### config.mk
export PLATFORM = sky130hd
export DESIGN_NAME = exvec_inject
export DESIGN_NICKNAME = d
export VERILOG_FILES = /design/src/rtl/exvec_pkg.sv /design/src/rtl/exvec_seq.sv /design/src/rtl/exvec_rom.sv /design/src/rtl/exvec_lane.sv /design/src/rtl/exvec_inject.sv
export SDC_FILE = /design/constraint.sdc
export NUM_CORES = 1
export LEC_CHECK = 0
export BUFFER_PORTS_ARGS = -buffer_cell sky130_fd_sc_hd__buf_2
export CORE_AREA = 3 3 40 42
export DETAILED_ROUTE_END_ITERATION = 8
export DIE_AREA = 0 0 43 45
export PLACE_DENSITY_LB_ADDON = 0.08
export RECOVER_POWER = 50
export SYNTH_ARGS = -nofsm -noshare
export SYNTH_HDL_FRONTEND = slang
export SYNTH_SLANG_ARGS = --single-unit
### constraint.sdc
create_clock -name clk -period 1.3 [get_ports clk]
set_input_delay 0.065 -clock clk [delete_from_list [all_inputs] [get_ports clk]]
set_output_delay 0.065 -clock clk [all_outputs]
set_load 0.01 [all_outputs]
### src/rtl/exvec_pkg.sv
package exvec_pkg;

  typedef enum logic [1:0] {
    EX_KEEP = 2'd0,
    EX_ZERO = 2'd1,
    EX_ONE  = 2'd2,
    EX_ROM  = 2'd3
  } ex_class_e;

  // Next row number with wrap at row count n.
  function automatic int unsigned wrap_next(int unsigned idx, int unsigned n);
    return (idx + 1 >= n) ? 0 : idx + 1;
  endfunction

  // Flat bit position of (row, column) in the packed table.
  function automatic int unsigned tbl_pos(int unsigned row, int unsigned col,
                                          int unsigned ncol);
    return row * ncol + col;
  endfunction

endpackage

### src/rtl/exvec_seq.sv
module exvec_seq #(
  parameter int N_VEC = 3,
  parameter int IW    = 2
) (
  input  logic          clk,
  input  logic          rst_n,
  input  logic          en_i,
  output logic [IW-1:0] idx_o,
  output logic          last_o
);
  localparam logic [IW-1:0] LAST = IW'(N_VEC - 1);

  logic [IW-1:0] idx_q;
  logic          at_last;

  assign at_last = (idx_q == LAST);

  always_ff @(posedge clk or negedge rst_n) begin
    if (!rst_n)     idx_q <= '0;
    else if (!en_i) idx_q <= '0;
    else            idx_q <= IW'(exvec_pkg::wrap_next(int'(idx_q), N_VEC));
  end

  assign idx_o  = idx_q;
  assign last_o = en_i && at_last;

  // leaving or staying out of exercise mode clears the row number
  a_r5_clear: assert property (@(posedge clk) disable iff (!rst_n)
    !en_i |=> idx_q == '0);

  // step by one inside a pass
  a_r6_step: assert property (@(posedge clk) disable iff (!rst_n)
    (en_i && !at_last) |=> idx_q == $past(idx_q) + 1'b1);

  // wrap after the final row
  a_r6_wrap: assert property (@(posedge clk) disable iff (!rst_n)
    last_o |=> idx_q == '0);

  // row number never leaves the table
  a_r6_range: assert property (@(posedge clk) disable iff (!rst_n)
    int'(idx_q) < N_VEC);
endmodule

### src/rtl/exvec_rom.sv
module exvec_rom #(
  parameter int                     N_VEC    = 3,
  parameter int                     N_COL    = 4,
  parameter int                     IW       = 2,
  parameter logic [N_VEC*N_COL-1:0] ROM_BITS = '0
) (
  input  logic [IW-1:0]    idx_i,
  output logic [N_COL-1:0] row_o
);
  always_comb begin
    row_o = '0;
    for (int r = 0; r < N_VEC; r++) begin
      if (int'(idx_i) == r) row_o = ROM_BITS[r*N_COL +: N_COL];
    end
  end
endmodule

### src/rtl/exvec_lane.sv
module exvec_lane (
  input  logic func_i,
  input  logic force_i,
  input  logic en_i,
  output logic out_o
);
  assign out_o = en_i ? force_i : func_i;
endmodule

### src/rtl/exvec_inject.sv
module exvec_inject #(
  parameter int N_IN  = 10,
  parameter int N_VEC = 3,
  parameter int N_COL = 4,
  parameter int IW    = (N_VEC > 1) ? $clog2(N_VEC) : 1,
  parameter int CW    = (N_COL > 1) ? $clog2(N_COL) : 1,
  // two bits per input: 0 keep, 1 force 0, 2 force 1, 3 table column
  parameter logic [2*N_IN-1:0]      CLASS_MAP = 20'h36F8B,
  // CW bits per input: table column used by class-3 inputs
  parameter logic [CW*N_IN-1:0]     COL_MAP   = 20'h30900,
  // row r at bits [r*N_COL +: N_COL]
  parameter logic [N_VEC*N_COL-1:0] ROM_BITS  = 12'h6A5
) (
  input  logic            clk,
  input  logic            rst_n,
  input  logic            exercise_en,
  input  logic [N_IN-1:0] func_in,
  output logic [N_IN-1:0] ex_out,
  output logic [IW-1:0]   vec_idx,
  output logic            pass_done
);
  import exvec_pkg::*;

  logic [IW-1:0]    idx_w;
  logic [N_COL-1:0] row_w;

  exvec_seq #(.N_VEC(N_VEC), .IW(IW)) u_seq (
    .clk   (clk),
    .rst_n (rst_n),
    .en_i  (exercise_en),
    .idx_o (idx_w),
    .last_o(pass_done)
  );

  exvec_rom #(.N_VEC(N_VEC), .N_COL(N_COL), .IW(IW), .ROM_BITS(ROM_BITS)) u_rom (
    .idx_i(idx_w),
    .row_o(row_w)
  );

  assign vec_idx = idx_w;

  for (genvar i = 0; i < N_IN; i++) begin : g_in
    localparam ex_class_e CLS = ex_class_e'(CLASS_MAP[2*i +: 2]);
    localparam int        COL = int'(COL_MAP[CW*i +: CW]);

    if (CLS == EX_KEEP) begin : g_keep
      assign ex_out[i] = func_in[i];
    end else begin : g_mux
      logic frc;
      if (CLS == EX_ZERO) begin : g_z
        assign frc = 1'b0;
      end else if (CLS == EX_ONE) begin : g_o
        assign frc = 1'b1;
      end else begin : g_r
        assign frc = row_w[COL];

        // table-driven lane carries the addressed table bit
        a_r4_table: assert property (@(posedge clk) disable iff (!rst_n)
          exercise_en |-> ex_out[i] == ROM_BITS[tbl_pos(int'(vec_idx), COL, N_COL)]);
      end

      exvec_lane u_lane (
        .func_i (func_in[i]),
        .force_i(frc),
        .en_i   (exercise_en),
        .out_o  (ex_out[i])
      );

      if (CLS != EX_ROM) begin : g_ca
        // constant lanes hold their code's value in exercise mode
        a_r3_const: assert property (@(posedge clk) disable iff (!rst_n)
          exercise_en |-> ex_out[i] == (CLS == EX_ONE));
      end
    end
  end

  // functional mode is transparent
  a_r1_pass: assert property (@(posedge clk) disable iff (!rst_n)
    !exercise_en |-> ex_out == func_in);

  // entry from functional mode starts on row 0
  a_r8_entry: assert property (@(posedge clk) disable iff (!rst_n)
    $rose(exercise_en) |-> vec_idx == '0);

  if (N_VEC > 1) begin : g_pulse
    // completion flag lasts a single cycle
    a_r7_single: assert property (@(posedge clk) disable iff (!rst_n)
      pass_done |=> !pass_done);
  end
endmodule

* Yosys cells after proc, flatten, opt, wreduce, memory -nomap -nowiden
Cells that the tools add are included.
** Word-level totals
- Bits in registers :: 2
- Bits of input ports :: 13
- Output and inout bits :: 13
- Word-level logic and storage cells :: 21
** Operators by class
- $add $sub $neg :: 1
- Magnitude comparators :: 1
- Equality and inequality tests :: 3
- Muxes and demuxes :: 13
- Reduce and logical (&&, ||, !) cells :: 2
** Operators by type and width (number)
- 1-bit two-way mux :: 8
- 4-bit two-way mux :: 2
- 2-bit == test (second input constant) :: 3
- 2-bit two-way mux :: 2
- 2-bit by 1-bit adder with 3-bit output (second input constant) :: 1
- 3-bit by 2-bit greater-or-equal comparator with 1-bit output (second input constant) :: 1
- 3-bit two-way mux :: 1
- 2-bit logical NOT :: 1
- 1-bit logical AND :: 1

* Logic depth before layout (Yosys ltp)
- Word-level depth :: 5
- Mapped depth :: 5
- Mapped depth without buffers :: 4

* By module
Synthesis repeated with hierarchy kept, for this count alone.
** Second synthesis, totals
- Cell total of the unflattened synthesis :: 23
- Area, all modules :: 274.0 um^2
** By module, submodules not included
- exvec_lane :: times used 8, cells each 1, area each 15.0 um^2, seq. area each 0.0 um^2
- exvec_seq :: times used 1, cells each 5, area each 80.1 um^2, seq. area each 50.0 um^2
- exvec_rom :: times used 1, cells each 6, area each 51.3 um^2, seq. area each 0.0 um^2
- exvec_inject :: times used 1, cells each 4, area each 22.5 um^2, seq. area each 0.0 um^2

* Worst setup path before layout
No wires, ideal clock.
- Path kind :: reg-to-output
- From :: register u_seq.idx_q[0] (netlist: u_seq.idx_o[0])
- To :: output ex_out[4]
- Data arrival time :: 1170 ps
- Data required time :: 1235 ps
- Setup slack :: 65 ps
- Cell stages (with the launch flop) :: 5
- Buffers on the path :: 1
- Path through :: dfrtp_1 -> inv_1 -> ha_1 -> mux2_2 -> buf_4
** Between the ends
- Cells in the longest elaborated chain, start to end :: 4
** Ends and longest elaborated chain
- start: declaration :: RTL line exvec_seq.sv:13 : logic [IW-1:0] idx_q;
- start signal: assignment :: RTL line exvec_seq.sv:21 : else idx_q <= IW'(exvec_pkg::wrap_next(int'(idx_q), N_VEC));
- 2-bit == test :: RTL line exvec_rom.sv:13 : if (int'(idx_i) == r) row_o = ROM_BITS[r*N_COL +: N_COL];
- 4-bit two-way mux :: RTL line exvec_rom.sv:13
- 4-bit two-way mux (*) :: RTL line exvec_rom.sv:13
- 1-bit two-way mux (*) :: RTL line exvec_lane.sv:7 : assign out_o = en_i ? force_i : func_i;
- end: declaration :: RTL line exvec_inject.sv:18 : output logic [N_IN-1:0] ex_out,
Mark *: on every way between the ends. The rest lies on a longest branch, timed or not.

* Worst setup path after layout
- From :: register u_seq.idx_q[1] (netlist: u_seq.idx_o[1])
- To :: output ex_out[4]
Same word-level chain as after synthesis.

==> results.yml <==
outcome:
  status: "finished, violations left"
  violations: "setup timing"
floorplan:
  die_h_um: 45
  dieArea_sq_um: 1940
  ios: 26
  core_sq_um: 1280
  start_util_pct: 23.9
  num_rows: 13
  dieWidth_um: 43
pwr:
  clkPwrFrac_pct: 38.4
  power.density_nw_per_um2: 780
  pwr-share-seq_pct: 19.6
  switching_power_w: 0.000104
  p_int_w: 0.000260
  power_w: 0.000364
  p_sw_share_pct: 28.6
  power_frac_comb_pct: 42.0
  p_leak_nw: 0.237
  ir_drop_v: 0.000316
sta:
  clock.fmax_mhz: 735
  slew_headroom_pct: 86.4
  tightestPinTransition_ps: 204
  finalSetupTns_ps: -130
  min_period_over_period_pct: 105
  post-route-min-period_ps: 1360
  fin_ws_ps: -59.9
  rsz0062_at_grt: "true"
  drv_slew: 0
  hold_viol_final: 0
  skew_ps: 3.50
  setup_violations: 5
setup_path:
  cp.arrival_ps: 1290
  crit_start: "u_seq.idx_o[1]"
  cp-end-kind: "output pin"
  path_max_fanout: 4
  r2r_start: "u_seq.idx_o[0]"
  worst_setup_path_start_kind: "flip-flop"
  critPathRequiredTime_ps: 1240
  critical_path_class: "reg2out"
clocking:
  clkSlewWorstSetupHoldPaths_ps: 30
  tritoncts.num_buffers: 3
  h-tree-depth: 1
  worstSkewPairLatency_ps: 230
  cts_root_buffer: "clkbuf_4"
  cts_tree: "yes"
  clock_path_buffers: 2
  cts_sinks: 2
routing:
  wl_met1_um: 266
  topRoutingLayerUsed: "met3"
  via_per_inst: 3.94
  met2_length_um: 331
  first_iter_violations: 0
  ant_nets: 0
  wl_met3_um: 72
  vias: 260
  drc: 0
  wl_per_cell_um: 10.2
  dr.pass1.iters: 1
  routed_wl_um: 670
finish:
  multiInputGateArea_sq_um: 196
  stdcell_area_sq_um: 467
  area_growth_pct: 52.2
  largest_reg_flops: 2
  fin_nets: 71
  fillers: 140
  seqCellArea_sq_um: 50.0
  num_antenna_cells: 0
  drive_above_1_share_pct: 76.5
  finalNonFillerCells: 66
global_routing:
  grt-ovfl-total: 0
  grt_max_degree: 13
  antenna_found_initial: 0
  first_global_vias: 279
  grt_use_total_pct: 8.06
  grt_first_pass_wirelength_um: 1180
logic_synthesis:
  syn_area_sq_um: 307
  ys_warn_count: 0
  synth_top_area_share_pct: 24.5
  yosysTopAreaCell: "buf_4"
  synth_cell_type_count: 12
  synthTopCellsByArea: "buf_4 24%, ha_1 20%, dfrtp_1 16%"
  syn-num-nets: 51
  syn-instance-count: 33
  ys_ff_latch: 2
  avgSynthCellArea_sq_um: 9.29
  yosysSeqAreaShare_pct: 16.3
hold_path:
  hp-class: "in2out"
  hold_start: "func_in[2]"
placed_design:
  hpwlAfterDp_um: 517
  gp_congestion: 0.676
  postPlaceCellArea_sq_um: 352
  io_buffers: 21
  place_ws_ps: 95.6
  dp_cells: 59
run:
  maxCapViolations: 0
==> cell usage in the layout, fill, tap and decap left out <==
cell type / instances
and2_2: 3
inv_2: 2
ha_4: 2
ha_2: 2
clkbuf_1: 2
buf_4: 3
dfrtp_1: 2
or2_1: 3
mux2_2: 1
nor2_1: 2
ha_1: 1
mux2_4: 2
dlygate4sd3_1: 1
buf_6: 5
a21oi_1: 1
clkbuf_4: 3
and2b_2: 1
buf_2: 15
==> final timing paths <==
check / end / cells after the start / slack (ps)
min reg2reg: u_seq.idx_o[0] / 3 / 770
max: ex_out[4] / 4 / -60
max in group asynchronous: u_seq.idx_o[1] / 2 / 1020
max reg2reg: u_seq.idx_o[1] / 4 / 180
min: ex_out[2] / 0 / 130
min in group asynchronous: u_seq.idx_o[0] / 2 / 150
==> final cells by class <==
| type | count | area share [%] |
|---|---|---|
| inverters | 2 | 1.61 |
| well taps | 15 | 4.02 |
| repair buffers | 26 | 36.7 |
| flip-flops and latches | 2 | 10.7 |
| clock buffers | 3 | 4.83 |
| multi-input cells | 18 | 42.1 |
==> stage by stage <==
step / hold slack [ps] / util (%)
2_1_floorplan: -231 / -
3_3_place_gp: -148 / 27.4
3_5_place_dp: -147 / 27.4
4_1_cts: 130 / 35.8
5_1_grt: 130 / 36.3
6_report: 130 / 36.3
==> cells in the mapped netlist, drive strengths merged <==
| library cell | n |
|---|---|
| a21oi | 1 |
| and2 | 3 |
| and2b | 1 |
| buf | 11 |
| dfrtp | 2 |
| ha | 5 |
| inv | 2 |
| mux2 | 3 |
| nor2 | 2 |
| or2 | 3 |
==> power by group through the flow <==
stage / clock (W) / combinational, W / sequential (W)
4_1_cts: 0.000148 / 0.000149 / 0.0000716
3_3_place_gp: 0 / 0.000110 / 0.0000708
3_5_place_dp: 0 / 0.000111 / 0.0000715
6_report: 0.000140 / 0.000153 / 0.0000715
5_1_grt: 0.000155 / 0.000172 / 0.0000723
2_1_floorplan: 0 / 0.0000916 / 0.0000747
==> cells by family (layout without fill, tap and decap cells) <==
kind of cell | count (synthesis) | after routing | synth area share [%]
AO/OA/AOI/OAI | 1 | 1 | 1.63
adder cells (fa/ha/maj) | 5 | 5 | 20.4
buffers and inverters | 13 | 31 | 30.6
flip-flops | 2 | 2 | 16.3
multiplexers | 3 | 3 | 12.2
AND/OR/NAND/NOR | 9 | 9 | 18.8
==> metal layers <==
| metal | vias up | global-route usage [%] |
|---|---|---|
| li1 | 127 | - |
| met1 | 119 | 9.59 |
| met2 | 14 | 12.3 |
| met3 | 0 | 2.79 |
| met4 | 0 | 5.42 |
| met5 | - | 0 |
==> worst max-delay path: stages, from the launching register on <==
cell     delay [ps]
dfrtp_1         370
inv_2           110
ha_4            210
mux2_4          260
buf_6           120
==> what timing repair did <==
| action | CTS | global route |
|---|---|---|
| endpoints found under the setup margin | 4 | 5 |
| resized for setup | 11 | 2 |
| hold buffers | 1 | 0 |
| pin swaps | 1 | 2 |
| buffers inserted | 3 | 0 |
| hold endpoints to repair | 2 | 0 |
Power figures use the tool's default switching activity.
